### config.mk
export PLATFORM = sky130hd
export DESIGN_NAME = bitx_alu
export DESIGN_NICKNAME = d
export VERILOG_FILES = /design/src/rtl/bitx_pkg.sv /design/src/rtl/bitx_count.sv /design/src/rtl/bitx_unary.sv /design/src/rtl/bitx_clmul.sv /design/src/rtl/bitx_alu.sv
export SDC_FILE = /design/constraint.sdc
export NUM_CORES = 1
export LEC_CHECK = 0
export BUFFER_PORTS_ARGS = -buffer_cell sky130_fd_sc_hd__buf_2
export CORE_MARGIN = 4
export CORE_UTILIZATION = 44
export DETAILED_ROUTE_END_ITERATION = 6
export SLEW_MARGIN = 20
export SYNTH_ARGS = -nofsm -noshare
export SYNTH_HDL_FRONTEND = slang
export SYNTH_HIERARCHICAL = 1
export SYNTH_SLANG_ARGS = --single-unit
### constraint.sdc
create_clock -name clk -period 11.6 [get_ports clk]
set_clock_uncertainty 0.2 [all_clocks]
set_input_delay 1.16 -clock clk [delete_from_list [all_inputs] [get_ports clk]]
set_output_delay 1.16 -clock clk [all_outputs]
set_load 0.02 [all_outputs]
### src/rtl/bitx_pkg.sv
package bitx_pkg;
  localparam int OP_W = 5;

  typedef enum logic [OP_W-1:0] {
    OP_SH1ADD = 5'd0,  OP_SH2ADD = 5'd1,  OP_SH3ADD = 5'd2,
    OP_CLZ    = 5'd3,  OP_CTZ    = 5'd4,  OP_CPOP   = 5'd5,
    OP_REV8   = 5'd6,  OP_ORCB   = 5'd7,
    OP_ANDN   = 5'd8,  OP_ORN    = 5'd9,  OP_XNOR   = 5'd10,
    OP_SEXTB  = 5'd11, OP_SEXTH  = 5'd12, OP_ZEXTH  = 5'd13,
    OP_MIN    = 5'd14, OP_MAX    = 5'd15, OP_MINU   = 5'd16, OP_MAXU = 5'd17,
    OP_ROL    = 5'd18, OP_ROR    = 5'd19, OP_ROLI   = 5'd20, OP_RORI = 5'd21,
    OP_BSET   = 5'd22, OP_BCLR   = 5'd23, OP_BINV   = 5'd24, OP_BEXT = 5'd25,
    OP_CLMUL  = 5'd26, OP_CLMULH = 5'd27, OP_CLMULR = 5'd28
  } op_e;

  function automatic logic is_clmul(input op_e op);
    return (op == OP_CLMUL) || (op == OP_CLMULH) || (op == OP_CLMULR);
  endfunction
endpackage

### src/rtl/bitx_count.sv
module bitx_count #(
  parameter int W = 32,
  localparam int CW = $clog2(W) + 1
) (
  input  logic [W-1:0]  a,
  output logic [CW-1:0] lz,
  output logic [CW-1:0] tz,
  output logic [CW-1:0] pop
);
  always_comb begin
    lz  = CW'(W);
    tz  = CW'(W);
    pop = '0;
    for (int i = 0; i < W; i++) begin
      if (a[i]) lz = CW'(W - 1 - i);
      pop = pop + CW'(a[i]);
    end
    for (int i = W - 1; i >= 0; i--) begin
      if (a[i]) tz = CW'(i);
    end
  end

  // zero operand saturates both zero counts, never exceeds width
  always_comb begin
    a_r4_zero_counts: assert ((a != '0) || (lz == CW'(W) && tz == CW'(W) && pop == '0));
    a_r4_count_range: assert ((lz <= CW'(W)) && (tz <= CW'(W)) && (pop <= CW'(W)));
  end
endmodule

### src/rtl/bitx_unary.sv
module bitx_unary
  import bitx_pkg::*;
#(
  parameter int W = 32,
  localparam int SW = $clog2(W),
  localparam int CW = SW + 1,
  localparam int NB = W / 8
) (
  input  op_e           op,
  input  logic [W-1:0]  a,
  input  logic [W-1:0]  b,
  input  logic [SW-1:0] imm,
  output logic [W-1:0]  y
);
  logic [CW-1:0]  lz, tz, pop;
  logic [W-1:0]   rev, orc, mask;
  logic [SW-1:0]  ramt;
  logic [2*W-1:0] rl_wide, rr_wide;
  logic           rot_imm;

  bitx_count #(.W(W)) u_count (.a(a), .lz(lz), .tz(tz), .pop(pop));

  for (genvar g = 0; g < NB; g++) begin : g_byte
    assign rev[8*g +: 8] = a[W-8-8*g +: 8];
    assign orc[8*g +: 8] = {8{|a[8*g +: 8]}};
  end

  assign rot_imm = (op == OP_ROLI) || (op == OP_RORI);
  assign ramt    = rot_imm ? imm : b[SW-1:0];
  assign rl_wide = {a, a} << ramt;
  assign rr_wide = {a, a} >> ramt;
  assign mask    = {{(W-1){1'b0}}, 1'b1} << b[SW-1:0];

  always_comb begin
    unique case (op)
      OP_SH1ADD: y = (a << 1) + b;
      OP_SH2ADD: y = (a << 2) + b;
      OP_SH3ADD: y = (a << 3) + b;
      OP_CLZ:    y = {{(W-CW){1'b0}}, lz};
      OP_CTZ:    y = {{(W-CW){1'b0}}, tz};
      OP_CPOP:   y = {{(W-CW){1'b0}}, pop};
      OP_REV8:   y = rev;
      OP_ORCB:   y = orc;
      OP_ANDN:   y = a & ~b;
      OP_ORN:    y = a | ~b;
      OP_XNOR:   y = ~(a ^ b);
      OP_SEXTB:  y = {{(W-8){a[7]}}, a[7:0]};
      OP_SEXTH:  y = {{(W-16){a[15]}}, a[15:0]};
      OP_ZEXTH:  y = {{(W-16){1'b0}}, a[15:0]};
      OP_MIN:    y = ($signed(a) < $signed(b)) ? a : b;
      OP_MAX:    y = ($signed(a) < $signed(b)) ? b : a;
      OP_MINU:   y = (a < b) ? a : b;
      OP_MAXU:   y = (a < b) ? b : a;
      OP_ROL, OP_ROLI: y = rl_wide[2*W-1:W];
      OP_ROR, OP_RORI: y = rr_wide[W-1:0];
      OP_BSET:   y = a | mask;
      OP_BCLR:   y = a & ~mask;
      OP_BINV:   y = a ^ mask;
      OP_BEXT:   y = {{(W-1){1'b0}}, |(a & mask)};
      default:   y = '0;
    endcase
  end
endmodule

### src/rtl/bitx_clmul.sv
module bitx_clmul #(
  parameter int W = 32,
  localparam int SW = $clog2(W)
) (
  input  logic           clk,
  input  logic           rst,
  input  logic           start,
  input  logic [W-1:0]   a,
  input  logic [W-1:0]   b,
  output logic           busy,
  output logic           fin,
  output logic [2*W-1:0] prod
);
  logic [2*W-1:0] acc, ash;
  logic [W-1:0]   bsh;
  logic [SW-1:0]  step;

  assign prod = bsh[0] ? (acc ^ ash) : acc;
  assign fin  = busy && (step == SW'(W - 1));

  always_ff @(posedge clk) begin
    if (rst) begin
      busy <= 1'b0;
      step <= '0;
      acc  <= '0;
      ash  <= '0;
      bsh  <= '0;
    end else if (start) begin
      busy <= 1'b1;
      step <= '0;
      acc  <= '0;
      ash  <= {{W{1'b0}}, a};
      bsh  <= b;
    end else if (busy) begin
      acc  <= prod;
      ash  <= ash << 1;
      bsh  <= bsh >> 1;
      step <= step + SW'(1);
      if (fin) busy <= 1'b0;
    end
  end

  a_r12_start_loads: assert property (@(posedge clk) disable iff (rst)
    start |=> (busy && step == '0));
  a_r12_steps_once: assert property (@(posedge clk) disable iff (rst)
    (busy && !fin && !start) |=> (busy && step == $past(step) + SW'(1)));
  a_r12_stops_after_last: assert property (@(posedge clk) disable iff (rst)
    fin |=> !busy);
endmodule

### src/rtl/bitx_alu.sv
module bitx_alu
  import bitx_pkg::*;
#(
  parameter int W = 32,
  localparam int SW = $clog2(W)
) (
  input  logic          clk,
  input  logic          rst,
  input  logic          req_valid,
  input  logic [4:0]    req_op,
  input  logic [W-1:0]  req_a,
  input  logic [W-1:0]  req_b,
  input  logic [SW-1:0] req_imm,
  output logic          out_done,
  output logic [W-1:0]  out_result
);
  op_e            op;
  op_e            cm_kind;
  logic           cm_busy, cm_fin, accept, op_is_cm;
  logic [W-1:0]   quick_y;
  logic [2*W-1:0] cm_prod;
  logic [W-1:0]   cm_y;

  assign op       = op_e'(req_op);
  assign op_is_cm = is_clmul(op);
  assign accept   = req_valid && !cm_busy;

  bitx_unary #(.W(W)) u_unary (
    .op(op), .a(req_a), .b(req_b), .imm(req_imm), .y(quick_y)
  );

  bitx_clmul #(.W(W)) u_clmul (
    .clk(clk), .rst(rst), .start(accept && op_is_cm),
    .a(req_a), .b(req_b), .busy(cm_busy), .fin(cm_fin), .prod(cm_prod)
  );

  always_comb begin
    unique case (cm_kind)
      OP_CLMULH: cm_y = cm_prod[2*W-1:W];
      OP_CLMULR: cm_y = cm_prod[2*W-2:W-1];
      default:   cm_y = cm_prod[W-1:0];
    endcase
  end

  always_ff @(posedge clk) begin
    if (rst) begin
      out_done   <= 1'b0;
      out_result <= '0;
      cm_kind    <= OP_CLMUL;
    end else begin
      out_done <= 1'b0;
      if (accept && !op_is_cm) begin
        out_result <= quick_y;
        out_done   <= 1'b1;
      end else if (cm_fin) begin
        out_result <= cm_y;
        out_done   <= 1'b1;
      end
      if (accept && op_is_cm) cm_kind <= op;
    end
  end

  a_r1_quiet_after_reset: assert property (@(posedge clk) disable iff (rst)
    $past(rst) |-> !out_done);
  a_r2_single_cycle_done: assert property (@(posedge clk) disable iff (rst)
    (req_valid && !cm_busy && !op_is_cm) |=> out_done);
  a_r12_busy_no_quick_done: assert property (@(posedge clk) disable iff (rst)
    (cm_busy && !cm_fin) |=> !out_done);
endmodule

==> After elaboration in Yosys (flattened, before gate mapping) <==
Cells that the tools add are included.
{ "totals": {"regBits": 204, "latch_bits": 0, "mem_bits_rw": 0, "romBits": 0, "inputBits": 77, "n_memories": 0} }
{ "classes": {"addsub": 35, "n_mul": 0, "div": 0, "magnitude_cmp": 2, "n_eq_ne": 31, "shifts": 3, "muxes": 83, "bitwise": 11, "reduce_logical": 20} }
{ "ops": {"columns": ["cell", "count"], "rows": [
  ["one-hot mux 32 bit (24 select lines)", 1],
  ["two-way mux 6 bit", 64],
  ["two-way mux 32 bit", 10],
  ["adder 6 x 1 -> 6 bit", 26],
  ["adder 32 bit", 3],
  ["AND 32 bit", 3],
  ["NOT 32 bit", 3],
  ["== test 5 bit, second input constant", 16],
  ["< comparator 32 bit", 2],
  ["two-way mux 64 bit", 1],
  ["bitwise OR 32 bit", 2],
  ["one-hot mux 32 bit (2 select lines)", 1],
  ["left shift 64 x 5 -> 64 bit", 1],
  ["right shift 64 x 5 -> 32 bit", 1],
  ["bitwise XOR 32 bit", 2],
  ["bitwise XOR 64 bit", 1],
  ["== test 5 x 4 -> 1 bit, second input constant", 8],
  ["OR reduction 32 bit", 1],
  ["OR reduction 8 bit", 4],
  ["left shift 1 x 5 -> 32 bit, first input constant", 1],
  ["== test 5 x 3 -> 1 bit, second input constant", 4],
  ["== test 5 x 2 -> 1 bit, second input constant", 2],
  ["adder 5 x 1 -> 6 bit", 1],
  ["OR reduction 2 bit", 3],
  ["13 further kinds", 24]
]} }

==> Logic depth before layout (Yosys ltp) <==
{ "logic_depth": {"word_depth": 34, "mapped_depth": 25, "ltp_nobuf": 25} }

==> By module <==
Netlist, hierarchy kept.
{ "by_module_without_submodules": {"columns": ["mod", "instances", "cells_per_inst", "area_each_um2", "seq_area_each_um2"], "rows": [
  ["bitx_unary", 1, 2032, 13581.8, 0.0],
  ["bitx_clmul", 1, 914, 8749.6, 3323.2],
  ["bitx_alu", 1, 298, 2812.7, 760.7],
  ["bitx_count", 1, 192, 1512.7, 0.0]
]} }

==> Worst setup path before layout <==
OpenSTA, ideal clock, no wires.
{ "synth_timing": {"path_type": "in2reg", "from": "in req_a[0]", "to": "reg out_result[4]", "setup_time_ns": 0.130, "arrival_ns": 6.862, "required_time_ns": 11.270, "slack_ns": 4.408, "cell_stages": 25, "cell_sequence": "fa_1 -> inv_1 -> fa_1 -> fa_1 -> fa_1 -> inv_1 -> fa_1 -> inv_1 -> fa_1 -> fa_1 -> fa_1 -> inv_1 -> ha_1 -> inv_1 -> fa_1 -> inv_1 -> a21o_1 -> a21oi_1 -> xnor2_1 -> a22oi_1 -> nand3_1 -> a2111oi_0 -> nand4_1 -> nand2b_1 -> o221ai_2"} }
{ "synth_via": {"elab_cells_between_ends": 78} }
{ "synth_rtl": {"columns": ["element", "line", "text"], "rows": [
  ["from (decl)", "bitx_alu.sv:11", "input logic [W-1:0] req_a,"],
  ["adder 1 x 1 -> 2 bit", "bitx_count.sv:16", "pop = pop + CW'(a[i]);"],
  ["adder 2 x 1 -> 3 bit", "bitx_count.sv:16", null],
  ["adder 3 x 1 -> 4 bit", "bitx_count.sv:16", null],
  ["adder 4 x 1 -> 5 bit", "bitx_count.sv:16", null],
  ["adder 5 x 1 -> 6 bit", "bitx_count.sv:16", null],
  ["adder 6 x 1 -> 6 bit (26 in series)", "bitx_count.sv:16", null],
  ["via u_unary.pop[4]", "bitx_unary.sv:15", "logic [CW-1:0] lz, tz, pop;"],
  ["one-hot mux 32 bit (24 select lines)", "bitx_unary.sv:35", "unique case (op)"],
  ["via quick_y[4]", "bitx_alu.sv:20", "logic [W-1:0] quick_y;"],
  ["two-way mux 32 bit", "bitx_alu.sv:52", "if (accept && !op_is_cm) begin"],
  ["to (signal assigned)", "bitx_alu.sv:53", "out_result <= quick_y;"],
  ["to (signal assigned)", "bitx_alu.sv:56", "out_result <= cm_y;"],
  ["to (decl)", "bitx_alu.sv:15", "output logic [W-1:0] out_result"]
]} }
The timed path passes the listed nets, and every way through them passes these cells.
A chain may end at the register's enable or synchronous reset.

==> Worst setup path in the final report <==
{ "layout_timing": {"from": "in req_a[3]", "to": "reg out_result[4]"} }
{ "layout_via": {"elab_chain_len": 31, "elab_cells_between_ends": 74} }
{ "layout_lines": {"columns": ["element", "line"], "rows": [
  ["adder 3 x 1 -> 4 bit", "bitx_count.sv:16"],
  ["adder 4 x 1 -> 5 bit", "bitx_count.sv:16"],
  ["adder 5 x 1 -> 6 bit", "bitx_count.sv:16"],
  ["adder 6 x 1 -> 6 bit (26 in series)", "bitx_count.sv:16"],
  ["via u_unary.pop[4]", "bitx_unary.sv:15"],
  ["one-hot mux 32 bit (24 select lines)", "bitx_unary.sv:35"],
  ["via quick_y[4]", "bitx_alu.sv:20"],
  ["two-way mux 32 bit", "bitx_alu.sv:52"]
]} }
The timed path passes the listed nets, and every way through them passes these cells.

==> flow_summary.ini <==
[sta]
fmax_mhz = 127
rsz0062_at_grt = no
setup_violations = 0
hold_viol = 0
drv_slew = 0
maxSlewHeadroom_pct = 19.1
fin_crit_sh_pct = 68.1
fin_ws_ns = 3.71
post-route-min-period_ns = 7.89
final.setup.tns_ns = 0
hold_slack_ns = 0.318
tightestPinTransition_ns = 1.18

[routing]
drtIter0Drc = 3687
vias = 28700
dr.pass1.iters = 7
wl_per_cell_microns = 30.1
drc = 4
ant_nets = 0
vias_per_cell = 6.92
routed_wl_microns = 125000

[placement]
placed_cell_area_sq_mm = 0.0273
place_worst_setup_slack_ns = 3.25
placedCellCount = 4105
dp_hpwl_microns = 90000
gp_congestion = 1.07
port_buffers = 109

[final_layout]
final_cell_area_sq_mm = 0.0282
area_growth_pct = 5.78
final_nets = 3632
final_cells = 4153
antenna_cells = 0
fillerInstances = 5989
post-route-util_pct = 47.4
drive_gt1_share_pct = 10.6

[run_status]
status = finished with violations
violations = DRC

[clock_network]
cts_htree_levels = 1
post_cts_buffers = 0
cts.sinks = 204
cts_buffer_depth = 3
cts_hold_buf = 0
cts_root_buf = clkbuf_16
path_clk_slew_ns = 0.06
clkLatencyLatePin_ns = 0.57
numCtsBuffers = 26
cts_tree = built
cts_resized = 0

[setup_path]
cp-end-kind = flip-flop
critPathMaxStageDelay_ns = 0.71
required_ns = 11.81
crit_path_end = out_result[4]$_SDFFE_PP0P_
cp_common_cell = fa_1
r2r_slack_ns = 8.09
cp.depth = 26
crit_arrival_ns = 8.10
cpLargestDelayFamily = adder cells
worst_path_max_delay_cell = a2111oi_0
r2r_cells = 6
r2r_start = u_clmul/busy$_SDFF_PP0_
cp-startpoint = req_a[3]
crit_fanout = 23
r2r-end = u_clmul/ash[24]$_SDFFE_PP0P_
worst-setup-path-type = in -> reg
timing.critical_path.buf_inv = 7
cp-start-kind = primary input

[floorplanning]
rows = 89
die-area_sq_mm = 0.0646
core-area_sq_mm = 0.0595
die_h_microns = 254
die_w_microns = 254
start_util_pct = 44.8
pin_count = 110

[power_and_ir_drop]
p_total_mw = 2.93
leakagePower_nw = 11.0
vdd_drop_max_mv = 0.123
power_density_mw_per_mm2 = 104

[global_route]
grt_pass1_vias = 27100
grt_pass1_wl_microns = 182000
grt_usage_pct = 37.1
antenna_found_initial = 7
grt_overflow_total = 0
grt_max_degree = 160

[flow_run]
maxCapViolCount = 0

[logic_synthesis]
syn_area_sq_mm = 0.0267
yosysUniqueCellTypes = 108
synth-seq-cells = 204
synth.largest_area_cell = dfxtp_1
syn_avg_cell_area_sq_um = 7.76
syn_inst = 3436
synth_seq_area_share_pct = 15.3
yosysWarningCount = 6
async_reset_ff_share_pct = 0
synth_flop_cell = dfxtp_1
synth_edf_count = 0
netlist_top_cells_count = 294 x nand2_1, 284 x mux2i_1, 240 x nor2_1
synth.most_common_cell = nand2_1
synth_area_leaders = dfxtp_1 15%, mux2i_1 11%, ha_1 7.8%
netlist.area_leader.share_pct = 15.3
synth.net_count = 3708

[worst_hold_path]
min-delay-path-class = reg -> reg
cell families after synthesis:
group           after synthesis  synth area share, %
compound gates              974                 25.9
xor+xnor                    136                 4.47
fa+ha+maj                   195                 9.94
buf+inv                     386                 7.13
flops                       204                 15.3
mux                         367                 14.6
simple gates               1174                 22.7
worst reg2reg max path, stage by stage (launching register included):
cell      delay [ns]
dfxtp_4         0.56
nand2b_2        0.34
buf_4           0.27
nor2_4          0.16
buf_4           0.39
clkinv_2        0.93
a211oi_1        0.54
layout make-up:
| class | count | area [sq um] | area share [%] |
|---|---|---|---|
| multi-input cells | 2846 | 20800 | 73.7 |
| repair buffers | 182 | 1110 | 3.92 |
| well taps | 773 | 967 | 3.43 |
| clock inverters | 14 | 136 | 0.484 |
| clock buffers | 34 | 731 | 2.59 |
| flip-flops and latches | 204 | 4090 | 14.5 |
| inverters | 100 | 377 | 1.34 |
worst min path at each step:
stage | endpoint | start | cells after the start | slack, ns
global placement | u_clmul/step[4]$_SDFFE_PP0P_ | u_clmul/step[4]$_SDFFE_PP0P_ | 2 | 0.29
global route | cm_kind[2]$_SDFFE_PP0P_ | cm_kind[2]$_SDFFE_PP0P_ | 2 | 0.35
detailed placement | u_clmul/step[4]$_SDFFE_PP0P_ | u_clmul/step[4]$_SDFFE_PP0P_ | 2 | 0.31
CTS | u_clmul/step[4]$_SDFFE_PP0P_ | u_clmul/step[4]$_SDFFE_PP0P_ | 2 | 0.32
finish | u_clmul/step[4]$_SDFFE_PP0P_ | u_clmul/step[4]$_SDFFE_PP0P_ | 2 | 0.32
floorplan | cm_kind[4]$_SDFFE_PP1P_ | cm_kind[4]$_SDFFE_PP1P_ | 1 | 0.27
layer usage:
| metal | vias to the layer above | share of wire [%] | GRT usage, % |
|---|---|---|---|
| met5 | - | 0.046 | 0 |
| met4 | 8 | 5.8 | 18.0 |
| met3 | 355 | 11 | 10.7 |
| met2 | 1698 | 41 | 54.5 |
| met1 | 13900 | 41 | 50.0 |
| li1 | 12800 | - | - |
state kept, by name (all words and copies together), names as in the netlist:
signal,count
cm_kind,5
out_done,1
out_result,32
u_clmul/acc,64
u_clmul/ash,64
u_clmul/bsh,32
u_clmul/busy,1
u_clmul/step,5
layout by cell type, fill, tap and decap left out, drive strengths merged, types with 20 or more instances in the layout:
| cell | Yosys | routed |
|---|---|---|
| nand3 | 133 | 133 |
| xnor2 | 109 | 109 |
| o211ai | 25 | 25 |
| buf | 139 | 181 |
| a21o | 41 | 41 |
| nor2b | 74 | 74 |
| nor4 | 38 | 38 |
| nand2 | 296 | 296 |
| o21ai | 173 | 173 |
| xor2 | 27 | 27 |
| dfxtp | 204 | 204 |
| a21oi | 190 | 190 |
| nand4 | 32 | 32 |
| nor3 | 109 | 109 |
| a221oi | 34 | 34 |
| o221ai | 53 | 53 |
| inv | 100 | 105 |
| nor3b | 102 | 102 |
| a22o | 48 | 48 |
| mux2 | 75 | 75 |
| a211oi | 92 | 92 |
| o22ai | 58 | 58 |
| a2111oi | 20 | 20 |
| a22oi | 93 | 93 |
| ha | 167 | 167 |
| nand2b | 57 | 57 |
| clkbuf | 147 | 35 |
| nor2 | 242 | 242 |
| fa | 28 | 28 |
| mux2i | 286 | 286 |
power by group:
part | leakage (nW) | internal, mW | switching, mW | total [mW]
Combinational | 8.90 | 0.494 | 0.875 | 1.37
Clock | 0.431 | 0.474 | 0.347 | 0.821
Sequential | 1.65 | 0.719 | 0.0229 | 0.742
Total | 11.0 | 1.69 | 1.25 | 2.93
Power figures use the tool's default switching activity.
